<file path="src/rtl/xlat_ctl_pkg.sv">
package xlat_ctl_pkg;
    timeunit 1ns;
    timeprecision 100ps;

    localparam int unsigned REG_AW  = 6;
    localparam int unsigned CMD_W   = 3;
    localparam int unsigned NUM_IRQ = 2;
    localparam int unsigned IRQ_FAULT  = 0;
    localparam int unsigned IRQ_BUSERR = 1;

    typedef enum logic [CMD_W-1:0] {
        CMD_PAGE_ON   = 3'd0,
        CMD_PAGE_OFF  = 3'd1,
        CMD_STALL_ON  = 3'd2,
        CMD_STALL_OFF = 3'd3,
        CMD_FLUSH     = 3'd4,
        CMD_FAULT_ACK = 3'd5,
        CMD_HARD_RST  = 3'd6,
        CMD_NONE      = 3'd7
    } cmd_e;

    localparam logic [REG_AW-1:0] OFS_BASE  = 6'h00;
    localparam logic [REG_AW-1:0] OFS_STAT  = 6'h04;
    localparam logic [REG_AW-1:0] OFS_CMD   = 6'h08;
    localparam logic [REG_AW-1:0] OFS_FADDR = 6'h0C;
    localparam logic [REG_AW-1:0] OFS_INVAL = 6'h10;
    localparam logic [REG_AW-1:0] OFS_RAW   = 6'h14;
    localparam logic [REG_AW-1:0] OFS_CLR   = 6'h18;
    localparam logic [REG_AW-1:0] OFS_MASK  = 6'h1C;
    localparam logic [REG_AW-1:0] OFS_MSTAT = 6'h20;
    localparam logic [REG_AW-1:0] OFS_GATE  = 6'h24;
endpackage

</file>
<file path="src/rtl/xlat_mode_ctl.sv">
module xlat_mode_ctl
    import xlat_ctl_pkg::*;
#(
    parameter int unsigned DATA_W     = 32,
    parameter int unsigned PAGE_SHIFT = 12
) (
    input  logic              clk,
    input  logic              rst_n,
    input  logic              cmd_we,
    input  logic [CMD_W-1:0]  cmd_code,
    input  logic              base_we,
    input  logic              gate_we,
    input  logic              inval_we,
    input  logic [DATA_W-1:0] wdata,
    output logic              paging_o,
    output logic              stall_o,
    output logic [DATA_W-1:0] base_o,
    output logic              gate_o,
    output logic              flush_o,
    output logic              inval_vld_o,
    output logic [DATA_W-1:0] inval_addr_o
);
    timeunit 1ns;
    timeprecision 100ps;

    typedef struct packed {
        logic              paging;
        logic              stall;
        logic [DATA_W-1:0] base;
        logic              gate;
        logic              flush;
        logic              inval_vld;
        logic [DATA_W-1:0] inval_addr;
    } mode_t;

    mode_t s_d, s_q;

    always_comb begin
        s_d           = s_q;
        s_d.flush     = 1'b0;
        s_d.inval_vld = 1'b0;
        if (base_we)
            s_d.base = {wdata[DATA_W-1:PAGE_SHIFT], {PAGE_SHIFT{1'b0}}};
        if (gate_we)
            s_d.gate = wdata[0];
        if (inval_we) begin
            s_d.inval_vld  = 1'b1;
            s_d.inval_addr = wdata;
        end
        if (cmd_we) begin
            case (cmd_e'(cmd_code))
                CMD_PAGE_ON:   s_d.paging = 1'b1;
                CMD_PAGE_OFF: begin
                    s_d.paging = 1'b0;
                    s_d.stall  = 1'b0;
                end
                CMD_STALL_ON:  if (s_q.paging) s_d.stall = 1'b1;
                CMD_STALL_OFF: s_d.stall = 1'b0;
                CMD_FLUSH:     s_d.flush = 1'b1;
                CMD_HARD_RST:  s_d = '0;
                default: ;
            endcase
        end
    end

    always_ff @(posedge clk or negedge rst_n) begin
        if (!rst_n) s_q <= '0;
        else        s_q <= s_d;
    end

    assign paging_o     = s_q.paging;
    assign stall_o      = s_q.stall;
    assign base_o       = s_q.base;
    assign gate_o       = s_q.gate;
    assign flush_o      = s_q.flush;
    assign inval_vld_o  = s_q.inval_vld;
    assign inval_addr_o = s_q.inval_addr;

    p_stall_needs_paging_r4: assert property (@(posedge clk) disable iff (!rst_n)
        stall_o |-> paging_o);
    p_stall_refused_r4: assert property (@(posedge clk) disable iff (!rst_n)
        (cmd_we && cmd_code == CMD_STALL_ON && !paging_o) |=> !stall_o);
    p_flush_strobe_r5: assert property (@(posedge clk) disable iff (!rst_n)
        (cmd_we && cmd_code == CMD_FLUSH) |=> flush_o);
    p_hard_rst_clears_r9: assert property (@(posedge clk) disable iff (!rst_n)
        (cmd_we && cmd_code == CMD_HARD_RST) |=> (base_o == '0 && !paging_o && !gate_o));
endmodule

</file>
<file path="src/rtl/xlat_fault_irq.sv">
module xlat_fault_irq
    import xlat_ctl_pkg::*;
#(
    parameter int unsigned DATA_W = 32
) (
    input  logic               clk,
    input  logic               rst_n,
    input  logic               hard_rst,
    input  logic               ack,
    input  logic               clr_we,
    input  logic               mask_we,
    input  logic [NUM_IRQ-1:0] wbits,
    input  logic               fault_evt,
    input  logic [DATA_W-1:0]  fault_addr_i,
    input  logic               fault_wr_i,
    input  logic               buserr_evt,
    output logic               fault_act_o,
    output logic               fault_wr_o,
    output logic [DATA_W-1:0]  fault_addr_o,
    output logic [NUM_IRQ-1:0] raw_o,
    output logic [NUM_IRQ-1:0] mask_o,
    output logic               resume_o,
    output logic               irq_o
);
    timeunit 1ns;
    timeprecision 100ps;

    typedef struct packed {
        logic               act;
        logic               is_wr;
        logic [DATA_W-1:0]  addr;
        logic [NUM_IRQ-1:0] raw;
        logic [NUM_IRQ-1:0] mask;
        logic               resume;
    } flt_t;

    flt_t s_d, s_q;
    logic [NUM_IRQ-1:0] ev;

    always_comb begin
        ev             = '0;
        ev[IRQ_FAULT]  = fault_evt;
        ev[IRQ_BUSERR] = buserr_evt;

        s_d        = s_q;
        s_d.resume = 1'b0;
        if (clr_we)  s_d.raw  = s_q.raw & ~wbits;
        if (mask_we) s_d.mask = wbits;
        if (ack) begin
            s_d.act    = 1'b0;
            s_d.resume = 1'b1;
        end
        s_d.raw = s_d.raw | ev;
        if (fault_evt && (!s_q.act || ack)) begin
            s_d.act   = 1'b1;
            s_d.addr  = fault_addr_i;
            s_d.is_wr = fault_wr_i;
        end
        if (hard_rst) s_d = '0;
    end

    always_ff @(posedge clk or negedge rst_n) begin
        if (!rst_n) s_q <= '0;
        else        s_q <= s_d;
    end

    assign fault_act_o  = s_q.act;
    assign fault_wr_o   = s_q.is_wr;
    assign fault_addr_o = s_q.addr;
    assign raw_o        = s_q.raw;
    assign mask_o       = s_q.mask;
    assign resume_o     = s_q.resume;
    assign irq_o        = |(s_q.raw & s_q.mask);

    p_fault_addr_held_r6: assert property (@(posedge clk) disable iff (!rst_n)
        (fault_act_o && fault_evt && !ack && !hard_rst) |=> $stable(fault_addr_o));
    p_ack_resumes_r7: assert property (@(posedge clk) disable iff (!rst_n)
        (ack && !hard_rst && !fault_evt) |=> (resume_o && !fault_act_o));
    p_clear_raw_r8: assert property (@(posedge clk) disable iff (!rst_n)
        (clr_we && wbits[IRQ_FAULT] && !fault_evt && !hard_rst) |=> !raw_o[IRQ_FAULT]);
    p_buserr_sets_r8: assert property (@(posedge clk) disable iff (!rst_n)
        (buserr_evt && !hard_rst) |=> raw_o[IRQ_BUSERR]);
endmodule

</file>
<file path="src/rtl/xlat_ctl_regs.sv">
module xlat_ctl_regs
    import xlat_ctl_pkg::*;
#(
    parameter int unsigned DATA_W     = 32,
    parameter int unsigned PAGE_SHIFT = 12
) (
    input  logic              clk,
    input  logic              rst_n,
    input  logic              reg_we,
    input  logic [REG_AW-1:0] reg_addr,
    input  logic [DATA_W-1:0] reg_wdata,
    output logic [DATA_W-1:0] reg_rdata,
    input  logic              walk_idle_i,
    input  logic              replay_empty_i,
    input  logic              fault_evt_i,
    input  logic [DATA_W-1:0] fault_addr_i,
    input  logic              fault_wr_i,
    input  logic              buserr_evt_i,
    output logic              paging_en_o,
    output logic              stall_o,
    output logic [DATA_W-1:0] dir_base_o,
    output logic              flush_all_o,
    output logic              inval_vld_o,
    output logic [DATA_W-1:0] inval_addr_o,
    output logic              fault_resume_o,
    output logic              gate_en_o,
    output logic              irq_o
);
    timeunit 1ns;
    timeprecision 100ps;

    logic               cmd_we, hard_rst, ack;
    logic               fault_act, fault_wr;
    logic [DATA_W-1:0]  fault_addr;
    logic [NUM_IRQ-1:0] raw, mask;

    assign cmd_we   = reg_we && (reg_addr == OFS_CMD);
    assign hard_rst = cmd_we && (reg_wdata[CMD_W-1:0] == CMD_HARD_RST);
    assign ack      = cmd_we && (reg_wdata[CMD_W-1:0] == CMD_FAULT_ACK);

    xlat_mode_ctl #(.DATA_W(DATA_W), .PAGE_SHIFT(PAGE_SHIFT)) u_mode (
        .clk          (clk),
        .rst_n        (rst_n),
        .cmd_we       (cmd_we),
        .cmd_code     (reg_wdata[CMD_W-1:0]),
        .base_we      (reg_we && reg_addr == OFS_BASE),
        .gate_we      (reg_we && reg_addr == OFS_GATE),
        .inval_we     (reg_we && reg_addr == OFS_INVAL),
        .wdata        (reg_wdata),
        .paging_o     (paging_en_o),
        .stall_o      (stall_o),
        .base_o       (dir_base_o),
        .gate_o       (gate_en_o),
        .flush_o      (flush_all_o),
        .inval_vld_o  (inval_vld_o),
        .inval_addr_o (inval_addr_o)
    );

    xlat_fault_irq #(.DATA_W(DATA_W)) u_fault (
        .clk          (clk),
        .rst_n        (rst_n),
        .hard_rst     (hard_rst),
        .ack          (ack),
        .clr_we       (reg_we && reg_addr == OFS_CLR),
        .mask_we      (reg_we && reg_addr == OFS_MASK),
        .wbits        (reg_wdata[NUM_IRQ-1:0]),
        .fault_evt    (fault_evt_i),
        .fault_addr_i (fault_addr_i),
        .fault_wr_i   (fault_wr_i),
        .buserr_evt   (buserr_evt_i),
        .fault_act_o  (fault_act),
        .fault_wr_o   (fault_wr),
        .fault_addr_o (fault_addr),
        .raw_o        (raw),
        .mask_o       (mask),
        .resume_o     (fault_resume_o),
        .irq_o        (irq_o)
    );

    always_comb begin
        reg_rdata = '0;
        case (reg_addr)
            OFS_BASE:  reg_rdata = dir_base_o;
            OFS_STAT: begin
                reg_rdata[0]        = paging_en_o;
                reg_rdata[1]        = fault_act;
                reg_rdata[2]        = stall_o;
                reg_rdata[3]        = walk_idle_i;
                reg_rdata[4]        = replay_empty_i;
                reg_rdata[5]        = fault_wr;
                reg_rdata[DATA_W-1] = ~stall_o;
            end
            OFS_FADDR: reg_rdata = fault_addr;
            OFS_RAW:   reg_rdata[NUM_IRQ-1:0] = raw;
            OFS_MASK:  reg_rdata[NUM_IRQ-1:0] = mask;
            OFS_MSTAT: reg_rdata[NUM_IRQ-1:0] = raw & mask;
            OFS_GATE:  reg_rdata[0] = gate_en_o;
            default: ;
        endcase
    end

    p_paging_on_r3: assert property (@(posedge clk) disable iff (!rst_n)
        (cmd_we && reg_wdata[CMD_W-1:0] == CMD_PAGE_ON) |=> paging_en_o);
endmodule

</file>
<file path="config.mk">
export PLATFORM = sky130hd
export DESIGN_NAME = xlat_ctl_regs
export DESIGN_NICKNAME = d
export VERILOG_FILES = /design/src/rtl/xlat_ctl_pkg.sv /design/src/rtl/xlat_mode_ctl.sv /design/src/rtl/xlat_fault_irq.sv /design/src/rtl/xlat_ctl_regs.sv
export SDC_FILE = /design/constraint.sdc
export NUM_CORES = 1
export LEC_CHECK = 0
export ABC_AREA = 1
export BUFFER_PORTS_ARGS = -buffer_cell sky130_fd_sc_hd__buf_4
export CAP_MARGIN = 20
export CORE_MARGIN = 1
export CORE_UTILIZATION = 45
export CTS_BUF_LIST = sky130_fd_sc_hd__clkbuf_16
export DETAILED_ROUTE_END_ITERATION = 8
export PLACE_DENSITY_LB_ADDON = 0.3
export SLEW_MARGIN = 0
export SYNTH_ARGS = -nofsm -noshare
export SYNTH_HDL_FRONTEND = slang
export SYNTH_SLANG_ARGS = --single-unit
</file>
<file path="constraint.sdc">
create_clock -name clk -period 1.7 [get_ports clk]
set_input_delay 0.425 -clock clk [delete_from_list [all_inputs] [get_ports clk]]
set_output_delay 0.425 -clock clk [all_outputs]
set_load 0.01 [all_outputs]
</file>
## Word level (Yosys, flattened, before mapping)

Cells that the tools add are included.

| storage, ports and cells | value |
|---|---|
| input bits | 78 |
| memory bits (read-only) | 0 |
| latch bits | 0 |
| memories | 0 |
| register bits | 108 |
| memory bits (writable) | 0 |

| operators by class | value |
|---|---|
| multiplexer cells | 21 |
| reduce and logical (&&, ||, !) cells | 23 |
| divide/modulo/power cells | 0 |
| eq/ne operators | 16 |
| order comparisons | 0 |
| $add $sub $neg | 0 |
| bitwise gates (word level) | 5 |
| $mul | 0 |
| shifts and indexed selects | 0 |

Operators with widths:

| kind | count |
|---|---|
| 33-bit 2-to-1 mux | 3 |
| 67-bit 2-to-1 mux | 1 |
| 25-bit case mux with 2 select lines | 1 |
| 39-bit 2-to-1 mux | 1 |
| 34-bit 2-to-1 mux | 1 |
| 32-bit 2-to-1 mux | 1 |
| 6-bit by 5-bit equality test with 1-bit output (second input constant) | 4 |
| 6-bit by 4-bit equality test with 1-bit output (second input constant) | 2 |
| 6-bit equality test (second input constant) | 2 |
| 4-bit case mux with 3 select lines | 1 |
| 3-bit equality test (second input constant) | 3 |
| 1-bit logical AND | 9 |
| 2-bit nonzero test | 4 |
| 1-bit case mux with 7 select lines | 1 |
| 3-bit by 2-bit equality test with 1-bit output (second input constant) | 2 |
| 6-bit by 3-bit equality test with 1-bit output (second input constant) | 1 |
| 6-bit zero test | 1 |
| 1-bit case mux with 6 select lines | 1 |
| 1-bit 2-to-1 mux | 5 |
| 2-bit bitwise AND | 2 |
| 2-bit 2-to-1 mux | 2 |
| 1-bit case mux with 2 select lines | 2 |
| 2-bit OR reduction | 2 |
| 3-bit by 1-bit equality test with 1-bit output (second input constant) | 1 |
| 12 further kinds | 12 |

## Logic depth before layout (Yosys ltp)

| depth | value |
|---|---|
| depth in word-level cells | 7 |
| depth in mapped cells | 10 |
| gate-level depth less buffers | 8 |

## Modules after synthesis

A second synthesis with hierarchy kept.

| unflattened totals | value |
|---|---|
| cells, all modules | 640 |
| area, all modules | 5307.6 µm² |

Modules (own cells, without submodules):

| module | times used | cells an instance | area each (µm²) |
|---|---|---|---|
| xlat_mode_ctl | 1 | 294 | 2772.7 |
| xlat_fault_irq | 1 | 176 | 1790.5 |
| xlat_ctl_regs | 1 | 170 | 744.5 |

## Least setup slack after synthesis

Ideal clock, no wire load.

| path | value |
|---|---|
| kind | in2out |
| from | input reg_addr[1] |
| to | output reg_rdata[3] |
| slack | -0.052 ns |
| cell stages on the path | 6 |
| buffers on the path | 1 |
| arrival time | 1.327 ns |
| cells stage by stage | nor2_4 -> nand2_1 -> nor2_2 -> buf_2 -> a22oi_1 -> nand2_1 |

| between the ends | value |
|---|---|
| word-level cells in the longest chain between the ends | 2 |
| elaborated cells on any way between the ends | 4 |
| classes of those cells | eq/ne (2); mux (1); reduce/logical (1) |

RTL lines:

| what | line | RTL |
|---|---|---|
| from (decl) | xlat_ctl_regs.sv:10 | `input logic [REG_AW-1:0] reg_addr,` |
| 6-bit by 4-bit equality test with 1-bit output, or another cell as far along | xlat_ctl_regs.sv:82 | `case (reg_addr)` |
| 4-bit case mux with 3 select lines (*) | xlat_ctl_regs.sv:82 |  |
| to (decl) | xlat_ctl_regs.sv:12 | `output logic [DATA_W-1:0] reg_rdata,` |

Mark *: on every way between the ends. The rest lies on a longest branch, timed or not.

## Worst setup path in the final report

| path | value |
|---|---|
| from | input reg_addr[1] |
| to | output reg_rdata[25] |

| between the ends | value |
|---|---|
| word-level cells in the longest chain between the ends | 2 |
| elaborated cells on any way between the ends | 3 |
| classes of those cells | eq/ne (1); mux (1); reduce/logical (1) |

RTL lines:

| what | line |
|---|---|
| 6-bit by 4-bit equality test with 1-bit output / 6-bit zero test (equally long branches) | xlat_ctl_regs.sv:82 |
| 25-bit case mux with 2 select lines (*) | xlat_ctl_regs.sv:82 |

Marked as above.

==> out/results.md <==
| Item | Reported |
| --- | --- |
| First drt pass iteration count | 5 |
| Antenna violations before repair | 0 |
| Chip Height | 109 um |
| Most area-hungry cell type in the Yosys netlist | sky130_fd_sc_hd__dfrtp_1 |
| Post-synthesis to final-layout area growth | 41.3% |
| Clock latency at the later pin of the worst-skew pair | 0.35 ns |
| Synthesized Nets | 689 |
| Worst min-delay path category | input pin to async pin |
| GPL Wtd Cong | 0.862 |
| Total global routing track utilization | 0.258 |
| I/O pins | 181 |
| Least-Margin Pin Slew | 0.388 ns |
| Launch point of the worst path | reg_addr[1] |
| Highest clock frequency the design can meet | 529 MHz |
| Crit path launch type | input pin |
| Leakage | 3.84 nW |
| PnR worst setup slack | -0.191 ns |
| Cell Rows | 38 |
| DIE AREA | 11,900 um^2 |
| Final TNS setup | -4.52 ns |
| Main flop type after synthesis | sky130_fd_sc_hd__dfrtp_1 |
| Setup repair after global routing missed its margin | yes |
| VDD IR-drop max | 480 uV |
| Violations in the final reports | negative setup slack |
| Pre-CTS worst setup slack | -0.265 ns |
| Most frequently used cell type in the post-synthesis netlist | sky130_fd_sc_hd__nand2_1 |
| Inserted Clock Buffers | 9 |
| Yosys warning total | 0 |
| Post-synth ARST share | 1.00 |
| Starting density of the core | 0.469 |
| CTS tree | done |
| Syn avg cell area | 8.47 um^2 |
| CTS root buffer | sky130_fd_sc_hd__clkbuf_16 |
| X dimension of the die | 109 um |
| Max-cap violations | 0 |
| Class of the most critical setup path | input pin to output port |
| Largest clock skew in the final design | 0.00977 ns |
| Reg-to-reg critical path startpoint | u_fault.fault_act_o$_DFFE_PN0P_ |
| Post-synth top cells | sky130_fd_sc_hd__nand2_1, sky130_fd_sc_hd__dfrtp_1, sky130_fd_sc_hd__inv_1 |
| Max clock buf depth | 2 |
| Total wirelength of the detailed-routed design | 15.2 mm |
| Number of synthesized flops with an enable pin | 0 |
| Fin. max-slew vios | 0 |
| Final-stage net count | 876 |
| Pin count of the biggest net entering global routing | 73 |
| Residual antenna-violating net count after detailed routing | 0 |
| Synthesis-stage register bit count | 108 |
| Cell variety after synth | 27 |
| Routed length per placed instance | 16.1 um |
| First DRT Iteration DRCs | 395 |
| First-pass GRT wire length | 23.4 mm |
| Overall power of the completed layout | 6.68 mW |
| Clock transition at the register clock pins on the worst setup and hold paths after CTS | 0.07 ns |
| Number of instances in the synthesized netlist | 611 |
| DRC violation count after routing | 0 |
| CTS sink cnt | 108 |
| Maximum fanout along the worst path | 7 |
| Cell area after synthesis | 5180 um^2 |
| Required @ worst endpoint | 1.27 ns |
| Vias in the first global route | 4,558 |
| Fraction of post-synthesis cell area in the top cell type by area | 0.522 |
| Worst slew margin relative to its limit | 0.741 |
| Period Utilization, post-route | 1.11 |
| Status | finished with violations |
| H-Tree Level Count | 3 |
| Overflow left after global routing | 0 |
| Final setup violation count | 32 |
| Share of final-layout standard cells stronger than drive strength 1 | 0.340 |
| Inserted Diodes | 0 |
| Post-CTS Hold Buffers | 0 |
| Mean number of vias per cell | 5.32 |
| End-of-flow core utilization | 0.663 |
| Count of vias placed by the detailed router | 5,007 |
| Input/output buffers | 180 |
| DP Wirelength | 11.0 mm |
| Power per standard cell area | 913 nW/um^2 |
| Tmin final | 1.89 ns |
| Type of destination of the critical path | output port |
| Top cells by area, synth | sky130_fd_sc_hd__dfrtp_1, sky130_fd_sc_hd__nand2_1, sky130_fd_sc_hd__inv_1, sky130_fd_sc_hd__o21ai_0, sky130_fd_sc_hd__nand4_1 |
| Final hold violation count | 0 |
| Share of the yosys chip area belonging to registers | 0.522 |
| Core Box Area | 11,000 um^2 |
| Crit path arrival time | 1.47 ns |
## cells in the final DEF (no fill, tap or decap), types with 3 or more instances in the layout
master	netlist	routed
sky130_fd_sc_hd__nor3_1	11	10
sky130_fd_sc_hd__buf_8	0	4
sky130_fd_sc_hd__buf_4	9	191
sky130_fd_sc_hd__a22o_1	19	19
sky130_fd_sc_hd__inv_1	68	65
sky130_fd_sc_hd__a21oi_1	14	14
sky130_fd_sc_hd__buf_12	0	12
sky130_fd_sc_hd__clkbuf_16	0	9
sky130_fd_sc_hd__nand4_1	34	34
sky130_fd_sc_hd__nand2_2	1	6
sky130_fd_sc_hd__nor2_2	4	6
sky130_fd_sc_hd__nand3_2	1	3
sky130_fd_sc_hd__nand3_1	41	39
sky130_fd_sc_hd__nor2_4	1	3
sky130_fd_sc_hd__buf_6	8	10
sky130_fd_sc_hd__o211ai_1	22	22
sky130_fd_sc_hd__o21ai_0	43	36
sky130_fd_sc_hd__o21ai_2	0	5
sky130_fd_sc_hd__inv_2	6	8
sky130_fd_sc_hd__nand2_4	2	4
sky130_fd_sc_hd__dfrtp_1	108	108
sky130_fd_sc_hd__nand2_1	141	134
sky130_fd_sc_hd__nor2_1	47	43
## critical path: stages
cell and delay, ns:
sky130_fd_sc_hd__buf_8 0.10, sky130_fd_sc_hd__nor2_4 0.19, sky130_fd_sc_hd__nand2_4 0.09, sky130_fd_sc_hd__nor2_4 0.11, sky130_fd_sc_hd__buf_12 0.14, sky130_fd_sc_hd__buf_8 0.12, sky130_fd_sc_hd__a22o_1 0.18, sky130_fd_sc_hd__buf_6 0.12
## cells by family (layout without fill, tap and decap cells)
group / count (synthesis) / count (layout) / synth area share
DFF: 108 / 108 / 0.522
and+or+nand+nor: 287 / 287 / 0.250
AOI/OAI and AO/OA: 101 / 101 / 0.123
buffers and inverters: 115 / 306 / 0.105
## area by class of cell
type                       instances  area (um^2)
tap                              140          175
multi-input combinational        388         2030
inverter                          74          280
sequential                       108         2700
fill                             921         3710
timing repair buffer             217         1850
clock buffer                       9          225
clock inverter                     6         55.1
## through the flow
step | instances | area [um^2] | hold WS [ns]
floorplan | 611 | 5180 | 0.129
global placement | 924 | 6850 | 0.415
detailed placement | 924 | 6850 | 0.410
CTS | 942 | 7260 | 0.0461
global route | 942 | 7320 | 0.0602
finish | 942 | 7320 | 0.0426
## flip-flops by register name, summed over array words and instances (netlist names), 2 cells and up
signal                count
u_fault.fault_addr_o     32
u_mode.base_o            32
u_mode.inval_addr_o      32
u_fault.mask_o            2
u_fault.raw_o             2
## repair_timing
item | in CTS | in global routing
setup endpoints to repair | 32 | 32
pin swaps | 9 | 10
buffers inserted | 2 | 0
gates resized for setup | 35 | 17
gates cloned | 1 | 0
## routing by layer
| metal | share of wire | vias up | GRT usage |
|---|---|---|---|
| met3 | 0.063 | 14 | 0.0335 |
| met5 | 0 | - | 0 |
| met1 | 0.45 | 2407 | 0.374 |
| met2 | 0.48 | 201 | 0.404 |
| met4 | 0.011 | 0 | 0.0752 |
| li1 | - | 2385 | - |
## report_power, final
| group | internal, mW | switching, mW |
|---|---|---|
| Clock | 1.02 | 0.994 |
| Combinational | 0.722 | 0.674 |
| Sequential | 2.96 | 0.310 |
## final timing paths
check / endpoint / slack [ns] / cells after the start
max: reg_rdata[25] / -0.19 / 8
min: u_mode.flush_o$_DFF_PN0_ / 0.04 / 2
max reg2reg: u_fault.fault_addr_o[25]$_DFFE_PN0P_ / 0.56 / 4
min reg2reg: u_fault.fault_addr_o[0]$_DFFE_PN0P_ / 0.51 / 2
max in group asynchronous: u_fault.fault_addr_o[26]$_DFFE_PN0P_ / 1.28 / 2
min in group clk: u_mode.flush_o$_DFF_PN0_ / 0.31 / 2
Note: power is estimated with default switching activity, not from simulation.
